===== config.mk =====
export PLATFORM = sky130hd
export DESIGN_NAME = rx_ring_mgr
export DESIGN_NICKNAME = d
export VERILOG_FILES = /design/src/rtl/rxr_pkg.sv /design/src/rtl/rxr_cfg_regs.sv /design/src/rtl/rxr_ring_index.sv /design/src/rtl/rxr_frame_ctl.sv /design/src/rtl/rxr_pause_ctl.sv /design/src/rtl/rx_ring_mgr.sv
export SDC_FILE = /design/constraint.sdc
export NUM_CORES = 1
export LEC_CHECK = 0
export BUFFER_PORTS_ARGS = -buffer_cell sky130_fd_sc_hd__buf_2
export CAP_MARGIN = 40
export CELL_PAD_IN_SITES_DETAIL_PLACEMENT = 0
export CELL_PAD_IN_SITES_GLOBAL_PLACEMENT = 1
export CORE_MARGIN = 8
export CORE_UTILIZATION = 43
export DETAILED_ROUTE_END_ITERATION = 10
export PLACE_DENSITY_LB_ADDON = 0.1
export SYNTH_ARGS = -nofsm -noshare
export SYNTH_HDL_FRONTEND = slang
export SYNTH_HIERARCHICAL = 1
export SYNTH_SLANG_ARGS = --single-unit

===== constraint.sdc =====
create_clock -name clk -period 6 [get_ports clk]
set_input_delay 1.5 -clock clk [delete_from_list [all_inputs] [get_ports clk]]
set_output_delay 1.5 -clock clk [all_outputs]
set_load 0.05 [all_outputs]

===== src/rtl/rxr_pkg.sv =====
package rxr_pkg;

    typedef enum logic [1:0] {
        RX_IDLE    = 2'd0,
        RX_STORE   = 2'd1,
        RX_DISCARD = 2'd2
    } rx_state_t;

    typedef enum logic {
        FC_OPEN = 1'b0,
        FC_HOLD = 1'b1
    } fc_state_t;

    localparam logic [1:0] CFG_CTRL   = 2'd0;
    localparam logic [1:0] CFG_MAXLEN = 2'd1;
    localparam logic [1:0] CFG_THRESH = 2'd2;
    localparam logic [1:0] CFG_CONS   = 2'd3;

    localparam int ALIGN_BIT  = 1;
    localparam int STAT_W     = 32;
    localparam int LEN_LSB    = 16;
    localparam int THR_W      = 16;

endpackage


===== src/rtl/rxr_cfg_regs.sv =====
module rxr_cfg_regs
    import rxr_pkg::*;
#(
    parameter int IDX_W       = 16,
    parameter int LEN_W       = 12,
    parameter int DEF_MAX_LEN = 1536,
    parameter int DEF_LO      = 5,
    parameter int DEF_HI      = 16
) (
    input  logic             clk,
    input  logic             rst_n,
    input  logic             cfg_we,
    input  logic [1:0]       cfg_addr,
    input  logic [31:0]      cfg_wdata,
    output logic             align_en,
    output logic [LEN_W-1:0] max_len,
    output logic [THR_W-1:0] thr_lo,
    output logic [THR_W-1:0] thr_hi,
    output logic [IDX_W-1:0] cons_idx
);

    always_ff @(posedge clk) begin
        if (!rst_n) begin
            align_en <= 1'b0;
            max_len  <= LEN_W'(DEF_MAX_LEN);
            thr_lo   <= THR_W'(DEF_LO);
            thr_hi   <= THR_W'(DEF_HI);
            cons_idx <= '0;
        end else if (cfg_we) begin
            unique case (cfg_addr)
                CFG_CTRL:   align_en <= cfg_wdata[ALIGN_BIT];
                CFG_MAXLEN: max_len  <= cfg_wdata[LEN_W-1:0];
                CFG_THRESH: begin
                    thr_lo <= cfg_wdata[31:16];
                    thr_hi <= cfg_wdata[15:0];
                end
                CFG_CONS:   cons_idx <= cfg_wdata[IDX_W-1:0];
                default: ;
            endcase
        end
    end

endmodule


===== src/rtl/rxr_ring_index.sv =====
module rxr_ring_index #(
    parameter int DESC_NUM = 256,
    parameter int IDX_W    = 16,
    localparam int DESC_W  = $clog2(DESC_NUM),
    localparam int FREE_W  = DESC_W + 1
) (
    input  logic              clk,
    input  logic              rst_n,
    input  logic              commit,
    input  logic [IDX_W-1:0]  cons_idx,
    output logic [IDX_W-1:0]  prod_idx,
    output logic [DESC_W-1:0] wr_ptr,
    output logic [FREE_W-1:0] free_cnt
);

    logic [IDX_W-1:0]  occupancy;
    logic [DESC_W-1:0] ptr_next;

    // Occupancy is taken modulo the index width; anything at or above the
    // ring size leaves no room.
    assign occupancy = prod_idx - cons_idx;

    always_comb begin
        if (occupancy >= IDX_W'(DESC_NUM)) begin
            free_cnt = '0;
        end else begin
            free_cnt = FREE_W'(IDX_W'(DESC_NUM) - occupancy);
        end
    end

    generate
        if ((DESC_NUM & (DESC_NUM - 1)) == 0) begin : g_pow2_wrap
            assign ptr_next = wr_ptr + 1'b1;
        end else begin : g_cmp_wrap
            assign ptr_next = (wr_ptr == DESC_W'(DESC_NUM - 1)) ? '0 : wr_ptr + 1'b1;
        end
    endgenerate

    always_ff @(posedge clk) begin
        if (!rst_n) begin
            prod_idx <= '0;
            wr_ptr   <= '0;
        end else if (commit) begin
            prod_idx <= prod_idx + 1'b1;
            wr_ptr   <= ptr_next;
        end
    end

endmodule


===== src/rtl/rxr_frame_ctl.sv =====
module rxr_frame_ctl
    import rxr_pkg::*;
#(
    parameter int DESC_NUM  = 256,
    parameter int BUF_BYTES = 2048,
    parameter int LEN_W     = 12,
    parameter int PAD_BYTES = 2,
    parameter int CNT_W     = 16,
    localparam int DESC_W   = $clog2(DESC_NUM),
    localparam int OFF_W    = $clog2(BUF_BYTES),
    localparam int ADDR_W   = DESC_W + OFF_W,
    localparam int FREE_W   = DESC_W + 1
) (
    input  logic              clk,
    input  logic              rst_n,
    input  logic              in_valid,
    input  logic [7:0]        in_data,
    input  logic              in_last,
    input  logic              align_en,
    input  logic [LEN_W-1:0]  max_len,
    input  logic [FREE_W-1:0] free_cnt,
    input  logic [DESC_W-1:0] wr_ptr,
    output logic              commit_now,
    output logic              buf_we,
    output logic [ADDR_W-1:0] buf_addr,
    output logic [7:0]        buf_wdata,
    output logic              desc_we,
    output logic [DESC_W-1:0] desc_idx,
    output logic [STAT_W-1:0] desc_status,
    output logic [CNT_W-1:0]  drop_count
);

    localparam logic [LEN_W-1:0] LEN_SAT = '1;

    rx_state_t        state, state_nx;
    logic [LEN_W-1:0] cnt;
    logic             pad_on_q;

    logic             pad_on;
    logic [LEN_W-1:0] pad_len;
    logic [LEN_W-1:0] cur_cnt;
    logic [LEN_W-1:0] cnt_nx;
    logic [LEN_W-1:0] rep_len;
    logic [LEN_W:0]   offset;
    logic             room;
    logic             accept;
    logic             len_ok;
    logic             in_buf;
    logic             drop_now;

    // Frame datapath decode
    assign pad_on   = (state == RX_IDLE) ? align_en : pad_on_q;
    assign pad_len  = pad_on ? LEN_W'(PAD_BYTES) : '0;
    assign cur_cnt  = (state == RX_IDLE) ? '0 : cnt;
    assign cnt_nx   = (cur_cnt == LEN_SAT) ? cur_cnt : cur_cnt + 1'b1;
    assign rep_len  = cnt_nx + pad_len;
    assign offset   = {1'b0, cur_cnt} + {1'b0, pad_len};
    assign in_buf   = offset < (LEN_W + 1)'(BUF_BYTES);
    assign room     = (free_cnt != '0);
    assign accept   = in_valid && ((state == RX_STORE) || ((state == RX_IDLE) && room));
    assign len_ok   = (cnt_nx <= max_len);

    assign commit_now = accept && in_last && len_ok;
    assign drop_now   = in_valid && in_last && !commit_now;

    // State register
    always_ff @(posedge clk) begin
        if (!rst_n) begin
            state <= RX_IDLE;
        end else begin
            state <= state_nx;
        end
    end

    // Next-state decode
    always_comb begin
        state_nx = state;
        unique case (state)
            RX_IDLE: begin
                if (in_valid && !in_last) begin
                    state_nx = room ? RX_STORE : RX_DISCARD;
                end
            end
            RX_STORE, RX_DISCARD: begin
                if (in_valid && in_last) begin
                    state_nx = RX_IDLE;
                end
            end
            default: state_nx = RX_IDLE;
        endcase
    end

    // Registered outputs and frame counters
    always_ff @(posedge clk) begin
        if (!rst_n) begin
            buf_we      <= 1'b0;
            buf_addr    <= '0;
            buf_wdata   <= '0;
            desc_we     <= 1'b0;
            desc_idx    <= '0;
            desc_status <= '0;
            drop_count  <= '0;
            cnt         <= '0;
            pad_on_q    <= 1'b0;
        end else begin
            buf_we  <= accept && in_buf;
            desc_we <= commit_now;
            if (accept) begin
                buf_addr  <= {wr_ptr, offset[OFF_W-1:0]};
                buf_wdata <= in_data;
            end
            if (commit_now) begin
                desc_idx    <= wr_ptr;
                desc_status <= STAT_W'(rep_len) << LEN_LSB;
            end
            if (in_valid) begin
                cnt <= cnt_nx;
            end
            if (in_valid && (state == RX_IDLE)) begin
                pad_on_q <= align_en;
            end
            if (drop_now) begin
                drop_count <= drop_count + 1'b1;
            end
        end
    end

endmodule


===== src/rtl/rxr_pause_ctl.sv =====
module rxr_pause_ctl
    import rxr_pkg::*;
#(
    parameter int FREE_W = 9
) (
    input  logic              clk,
    input  logic              rst_n,
    input  logic [FREE_W-1:0] free_cnt,
    input  logic [THR_W-1:0]  thr_lo,
    input  logic [THR_W-1:0]  thr_hi,
    output logic              xoff_req,
    output logic              xon_req,
    output logic              paused
);

    fc_state_t        state, state_nx;
    logic [THR_W-1:0] free_w;

    assign free_w = THR_W'(free_cnt);

    // State register
    always_ff @(posedge clk) begin
        if (!rst_n) begin
            state <= FC_OPEN;
        end else begin
            state <= state_nx;
        end
    end

    // Next-state decode
    always_comb begin
        state_nx = state;
        unique case (state)
            FC_OPEN: if (free_w <= thr_lo) state_nx = FC_HOLD;
            FC_HOLD: if (free_w >= thr_hi) state_nx = FC_OPEN;
            default: state_nx = FC_OPEN;
        endcase
    end

    // Registered outputs
    always_ff @(posedge clk) begin
        if (!rst_n) begin
            xoff_req <= 1'b0;
            xon_req  <= 1'b0;
            paused   <= 1'b0;
        end else begin
            xoff_req <= (state == FC_OPEN) && (state_nx == FC_HOLD);
            xon_req  <= (state == FC_HOLD) && (state_nx == FC_OPEN);
            paused   <= (state_nx == FC_HOLD);
        end
    end

endmodule


===== src/rtl/rx_ring_mgr.sv =====
module rx_ring_mgr
    import rxr_pkg::*;
#(
    parameter int DESC_NUM    = 256,
    parameter int BUF_BYTES   = 2048,
    parameter int IDX_W       = 16,
    parameter int LEN_W       = 12,
    parameter int PAD_BYTES   = 2,
    parameter int CNT_W       = 16,
    parameter int DEF_MAX_LEN = 1536,
    parameter int DEF_LO      = 5,
    parameter int DEF_HI      = DESC_NUM / 16,
    localparam int DESC_W     = $clog2(DESC_NUM),
    localparam int OFF_W      = $clog2(BUF_BYTES),
    localparam int ADDR_W     = DESC_W + OFF_W,
    localparam int FREE_W     = DESC_W + 1
) (
    input  logic              clk,
    input  logic              rst_n,
    input  logic              cfg_we,
    input  logic [1:0]        cfg_addr,
    input  logic [31:0]       cfg_wdata,
    input  logic              in_valid,
    input  logic [7:0]        in_data,
    input  logic              in_last,
    output logic              buf_we,
    output logic [ADDR_W-1:0] buf_addr,
    output logic [7:0]        buf_wdata,
    output logic              desc_we,
    output logic [DESC_W-1:0] desc_idx,
    output logic [31:0]       desc_status,
    output logic [IDX_W-1:0]  prod_idx,
    output logic              xoff_req,
    output logic              xon_req,
    output logic              paused,
    output logic [CNT_W-1:0]  drop_count
);

    logic              align_en;
    logic [LEN_W-1:0]  max_len;
    logic [THR_W-1:0]  thr_lo;
    logic [THR_W-1:0]  thr_hi;
    logic [IDX_W-1:0]  cons_idx;
    logic [DESC_W-1:0] wr_ptr;
    logic [FREE_W-1:0] free_cnt;
    logic              commit_now;

    rxr_cfg_regs #(
        .IDX_W       (IDX_W),
        .LEN_W       (LEN_W),
        .DEF_MAX_LEN (DEF_MAX_LEN),
        .DEF_LO      (DEF_LO),
        .DEF_HI      (DEF_HI)
    ) u_cfg (
        .clk       (clk),
        .rst_n     (rst_n),
        .cfg_we    (cfg_we),
        .cfg_addr  (cfg_addr),
        .cfg_wdata (cfg_wdata),
        .align_en  (align_en),
        .max_len   (max_len),
        .thr_lo    (thr_lo),
        .thr_hi    (thr_hi),
        .cons_idx  (cons_idx)
    );

    rxr_ring_index #(
        .DESC_NUM (DESC_NUM),
        .IDX_W    (IDX_W)
    ) u_ring (
        .clk      (clk),
        .rst_n    (rst_n),
        .commit   (commit_now),
        .cons_idx (cons_idx),
        .prod_idx (prod_idx),
        .wr_ptr   (wr_ptr),
        .free_cnt (free_cnt)
    );

    rxr_frame_ctl #(
        .DESC_NUM  (DESC_NUM),
        .BUF_BYTES (BUF_BYTES),
        .LEN_W     (LEN_W),
        .PAD_BYTES (PAD_BYTES),
        .CNT_W     (CNT_W)
    ) u_frame (
        .clk         (clk),
        .rst_n       (rst_n),
        .in_valid    (in_valid),
        .in_data     (in_data),
        .in_last     (in_last),
        .align_en    (align_en),
        .max_len     (max_len),
        .free_cnt    (free_cnt),
        .wr_ptr      (wr_ptr),
        .commit_now  (commit_now),
        .buf_we      (buf_we),
        .buf_addr    (buf_addr),
        .buf_wdata   (buf_wdata),
        .desc_we     (desc_we),
        .desc_idx    (desc_idx),
        .desc_status (desc_status),
        .drop_count  (drop_count)
    );

    rxr_pause_ctl #(
        .FREE_W (FREE_W)
    ) u_pause (
        .clk      (clk),
        .rst_n    (rst_n),
        .free_cnt (free_cnt),
        .thr_lo   (thr_lo),
        .thr_hi   (thr_hi),
        .xoff_req (xoff_req),
        .xon_req  (xon_req),
        .paused   (paused)
    );

endmodule


[Word level (Yosys, flattened, before mapping)]
Index checks and enable logic that the tools add are counted.
Storage, ports and cells
  latch bits: 0
  logic and storage cells: 78
  bits in writable memories: 0
  bits of input ports: 47
  output and inout bits: 104
  bits in read-only memories: 0
  memories kept: 0
  register bits after elaboration: 168
Operators by class
  bitwise operators: 2
  $add $sub $neg: 8
  $mul: 0
  divide/modulo/power cells: 0
  equal/unequal tests: 8
  mux-type cells: 12
  reductions and logical operators: 23
  $lt $le $gt $ge: 5
  shifts and indexed selects: 0
Operator list (number)
  adder 16 x 1 -> 16 bit (second input constant): 2
  2-to-1 mux 12 bit: 2
  >= comparator 16 x 9 -> 1 bit (second input constant): 1
  >= comparator 9 x 16 -> 1 bit: 1
  <= comparator 9 x 16 -> 1 bit: 1
  subtractor 16 bit: 1
  adder 12 x 12 -> 13 bit: 1
  less-than comparator 13 x 12 -> 1 bit (second input constant): 1
  adder 12 x 1 -> 12 bit (second input constant): 1
  adder 12 bit: 1
  == test 12 bit (second input constant): 1
  <= comparator 12 bit: 1
  logical AND 1 bit: 11
  AND reduction 2 bit: 5
  2-to-1 mux 9 bit: 1
  nonzero test 9 bit: 1
  subtractor 9 bit (first input constant): 1
  adder 8 x 1 -> 8 bit (second input constant): 1
  2-to-1 mux 2 bit: 4
  == test 2 bit (second input constant): 3
  == test 2 x 1 -> 1 bit (second input constant): 2
  logical NOT 2 bit: 2
  one-hot mux 2 bit (2 select lines): 1
  2-to-1 mux 1 bit: 3
  7 further kinds: 9

[Logic depth before layout (Yosys ltp)]
  depth in word-level cells: 11
  gate-level depth with buffers: 24
  gate-level depth less buffers: 21

[By module]
Netlist, hierarchy kept.
By module, submodules not included
  rxr_frame_ctl: cells each 544, area an instance 4364.2 µm², instances 1
  rxr_cfg_regs: cells each 243, area an instance 2406.1 µm², instances 1
  rxr_ring_index: cells each 255, area an instance 2048.2 µm², instances 1
  rxr_pause_ctl: cells each 74, area an instance 615.6 µm², instances 1

[Least setup slack after synthesis]
OpenSTA, ideal clock, no wires.
  kind: flip-flop to flip-flop
  start: register u_ring.prod_idx[0]
  end: register u_ring.prod_idx[15]
  slack: 0.434 ns
  required time: 5.885 ns
  stages on the path, launching flop included: 24
  arrival time: 5.452 ns
  setup time: 0.115 ns
  cell sequence: dfxtp_1 > inv_1 > ha_1 > fa_1 > nand2b_1 > a211oi_1 > or2_2 > a31oi_1 > xor2_1 > nand3_1 > nor4_1 > nor4_1 > a31oi_1 > o21a_1 > buf_2 > nand4_1 > clkinv_1 > buf_1 > and3_1 > nand2_1 > nor3_1 > nand4_1 > xnor2_1 > and2_1
Between the ends
  word-level cells in the longest chain between the ends: 9
Ends and longest elaborated chain
  start, declared: line rxr_ring_index.sv:11  | output logic [IDX_W-1:0] prod_idx,
  start signal, assigned: line rxr_ring_index.sv:44  | prod_idx <= prod_idx + 1'b1;
  subtractor 16 bit *: line rxr_ring_index.sv:21  | assign occupancy = prod_idx - cons_idx;
  >= comparator 16 x 9 -> 1 bit or subtractor 9 bit (tied branches): line rxr_ring_index.sv:24, rxr_ring_index.sv:27
  2-to-1 mux 9 bit *: line rxr_ring_index.sv:24  | if (occupancy >= IDX_W'(DESC_NUM)) begin
  via free_cnt[4]: line rx_ring_mgr.sv:45  | logic [FREE_W-1:0] free_cnt;
  nonzero test 9 bit *: line rxr_frame_ctl.sv:59  | assign room = (free_cnt != '0);
  logical AND 1 bit *: line rxr_frame_ctl.sv:60  | assign accept = in_valid && ((state == RX_STORE) || ((state == RX_IDLE) && room));
  logical OR 1 bit *: line rxr_frame_ctl.sv:60
  logical AND 1 bit *: line rxr_frame_ctl.sv:60
  logical AND 1 bit * (2 in a row): line rxr_frame_ctl.sv:63  | assign commit_now = accept && in_last && len_ok;
  via commit_now: line rx_ring_mgr.sv:46  | logic commit_now;
Mark *: on every way through the listed nets, which the timed path passes. The rest lies on a longest branch.
A chain may end at the register's enable or synchronous reset.

[Worst setup path in the final report]
Same ends and word-level chain as after synthesis.

==> reports/qor.txt <==
I/O pin count = 151
Die Ht = 164.1 um
MaxCap Viol Count = 0
# port buffers = 130
Leak Pwr = 4.619 nW
Multi-input logic area = 5421 um^2
Number of DRC markers in iteration 0 = 366
Root buf cell = clkbuf_16
Post-CTS Resized = 0
Finished Layout Cells = 1514
Share of the synthesized area in the top cell type = 35.65%
Clk sinks = 168
Critical path fanouts, max = 11
Placed cell count = 1482
First-pass GRT wire length = 39270 um
Flops & latches, synth = 168
EDFF count, synth = 0
DRT antenna net count = 0
Area leader, netlist = dfxtp_1
DIE AREA = 26940 um^2
Seq/Total Area, Yosys = 35.65%
Final GP Congestion = 0.8466
Max IR drop VDD = 0.0001778 V
Min Hold Slack = 0.4516 ns
Final setup margin = 0.5806 ns
Min Tclk post-route = 5.419 ns
Flop pwr share = 40.7%
Clk slew on worst S/H paths = 0.07 ns
Area contributors post-synth = dfxtp_1, mux2i_1, nand2_1
Setup crit start kind = flip-flop
Hpwl dp = 18240 um
Drt drc = 0
Main synth FF type = dfxtp_1
Core footprint = 21690 um^2
Vias in the first global route = 7598
Crit path capture type = flip-flop
Post-Synthesis Cells = 1116
Setup bufs post-CTS = 0
Drt first pass iters = 4
Diodes inserted = 0
Layout Skew = 0.01507 ns
Unrepaired setup endpoints after global routing = no
Internal power = 2.010 mW
Switching Share = 30.79%
Yosys Warn Count = 6
Clk pwr share = 40.8%
Final worst-path cycle share = 90.32%
Count leader, synth = nand2_1
Status = finished, final reports clean
Fill cells = 2205
Hold Path Class = flip-flop to flip-flop
Final Max Slew Viols = 0
Slew HR = 54.21%
NumNets Final = 1325
Post-Syn Area = 9434 um^2
Fin. Hold Viols = 0
Post-synth top cells = nand2_1, dfxtp_1, mux2i_1
Vias per inst = 5.201
Worst skew pair latency = 0.43 ns
Fmax = 184.5 MHz
Clock Tree Buf Depth = 2
Initial antenna violation count = 0
Kind of critical path = flip-flop to flip-flop
Number of H-tree levels = 4
Final setup viols = 0
Syn Area/Cell = 8.453 um^2
Post-Route WL = 24240 um
Net Switching = 0.8942 mW
Req. time, crit path = 6.33 ns
# rows = 54
Die Width = 164.1 um
Hold buffers post-CTS = 0
PwrDens = 269.0 nW/um^2
Combinational cell fraction of total power = 18.6%
FF+latch area = 3363 um^2
CTS Buf Count = 17
Synth cell types = 83
Slew at the pin with the worst max-slew slack = 0.6869 ns
Largest net degree at the start of global routing = 72
Initial Util = 43.50%
Wire length per cell = 16.01 um
Share of cells above drive strength 1 = 16.21%
Area grow syn2layout = 14.43%
Share of flip-flops with an asynchronous set or reset = 0%
GRT Total Usage = 17.92%
Via Count = 7874
Critical path data arrival time = 5.75 ns
Grt ovf = 0
Fin Setup TNS = 0 ns
CTS tree = yes
Pre-CTS WS = 0.5322 ns
[registers in the layout, indices dropped and copies added (netlist names)]
signal,count
u_frame/buf_addr,19
u_cfg/cons_idx,16
u_cfg/thr_hi,16
u_cfg/thr_lo,16
u_frame/drop_count,16
u_ring/prod_idx,16
u_cfg/max_len,12
u_frame/cnt,12
u_frame/desc_status,12
u_frame/buf_wdata,8
u_frame/desc_idx,8
u_ring/wr_ptr,8
u_frame/state,2
u_cfg/align_en,1
u_frame/buf_we,1
u_frame/desc_we,1
u_frame/pad_on_q,1
u_pause/paused,1
u_pause/xoff_req,1
u_pause/xon_req,1
[power groups by stage]
stage          Clock [mW]  Sequential (mW)  Combinational [mW]
2_1_floorplan           0             1.27               0.361
3_3_place_gp            0             1.21               0.537
3_5_place_dp            0             1.21               0.538
4_1_cts              1.22             1.18               0.542
5_1_grt              1.26             1.19               0.589
6_report             1.18             1.18               0.539
[per-layer routing]
metal	vias up	routed length (um)	global-route usage [%]
met5	-	0	0
met4	0	205	4.174
met3	19	1108	3.534
met2	170	10380	26.64
met1	3627	12550	26.02
li1	4058	-	-
[critical path, cell delays in order (launching register included)]
cell	delay, ns
dfxtp_1	0.42
inv_1	0.10
ha_1	0.25
fa_1	0.40
nand2b_1	0.19
a211oi_1	0.31
or2_2	0.19
a31oi_1	0.09
xor2_1	0.20
nand3_1	0.28
nor4_1	0.63
nor4_1	0.16
a31oi_1	0.39
o21a_1	0.42
nand4_1	0.20
clkinv_1	0.11
and3_1	0.20
nand2_1	0.06
nor3_1	0.14
buf_4	0.18
nand4_1	0.11
xnor2_1	0.14
and2_1	0.15
[layout by cell type (no fill, tap or decap), types with 14 or more instances in the layout]
master     count
clkbuf_16     17
xnor2_1       31
mux2i_1       76
dfxtp_1      168
conb_1        20
nor3_1        21
buf_2        129
or3_1         15
xor2_1        17
nand4_1       14
nand3_1       24
o21ai_0       25
ha_1          56
a21oi_1       70
nor2_1        48
nand2_1      195
and2_1        21
inv_1         68
[metrics by stage]
step                      utilization [%]  total power, mW  area [um^2]
after floorplan                         -            1.632         9505
after global placement              46.69            1.743        10130
after detailed placement            46.87            1.745        10170
after CTS                           49.78            2.939        10800
after global routing                49.78            3.036        10800
final                               49.78            2.904        10800
[final timing paths]
check	from	cells after the start	slack [ns]	end
setup reg to reg	u_ring/prod_idx[0]	22	0.58	u_ring/prod_idx[15]
hold / removal	u_frame/desc_idx[5]	2	0.45	u_frame/desc_idx[5]
hold reg to reg	u_frame/desc_idx[5]	2	0.45	u_frame/desc_idx[5]
setup / recovery	u_ring/prod_idx[0]	22	0.58	u_ring/prod_idx[15]
[cell type report]
| class | instances | area share, % |
|---|---|---|
| Clock buffer | 18 | 3.975 |
| Clock inverter | 14 | 1.854 |
| Inverter | 72 | 2.503 |
| Multi-Input combinational cell | 821 | 50.22 |
| Sequential cell | 168 | 31.15 |
| Tap cell | 280 | 3.245 |
| Timing Repair Buffer | 141 | 7.047 |
[kinds of logic (layout without fill, tap and decap cells)]
| kind of cell | after synthesis | count (layout) | share of synthesized area, % |
|---|---|---|---|
| simple gates | 431 | 431 | 23.02 |
| compound gates | 185 | 185 | 12.93 |
| flops | 168 | 168 | 35.65 |
| buf+inv | 146 | 245 | 7.692 |
| mux | 80 | 80 | 8.568 |
| fa+ha+maj | 57 | 57 | 7.639 |
| xor+xnor | 48 | 48 | 4.456 |
| other cells | 1 | 20 | 0.03975 |
(Power assumes the default switching activity.)
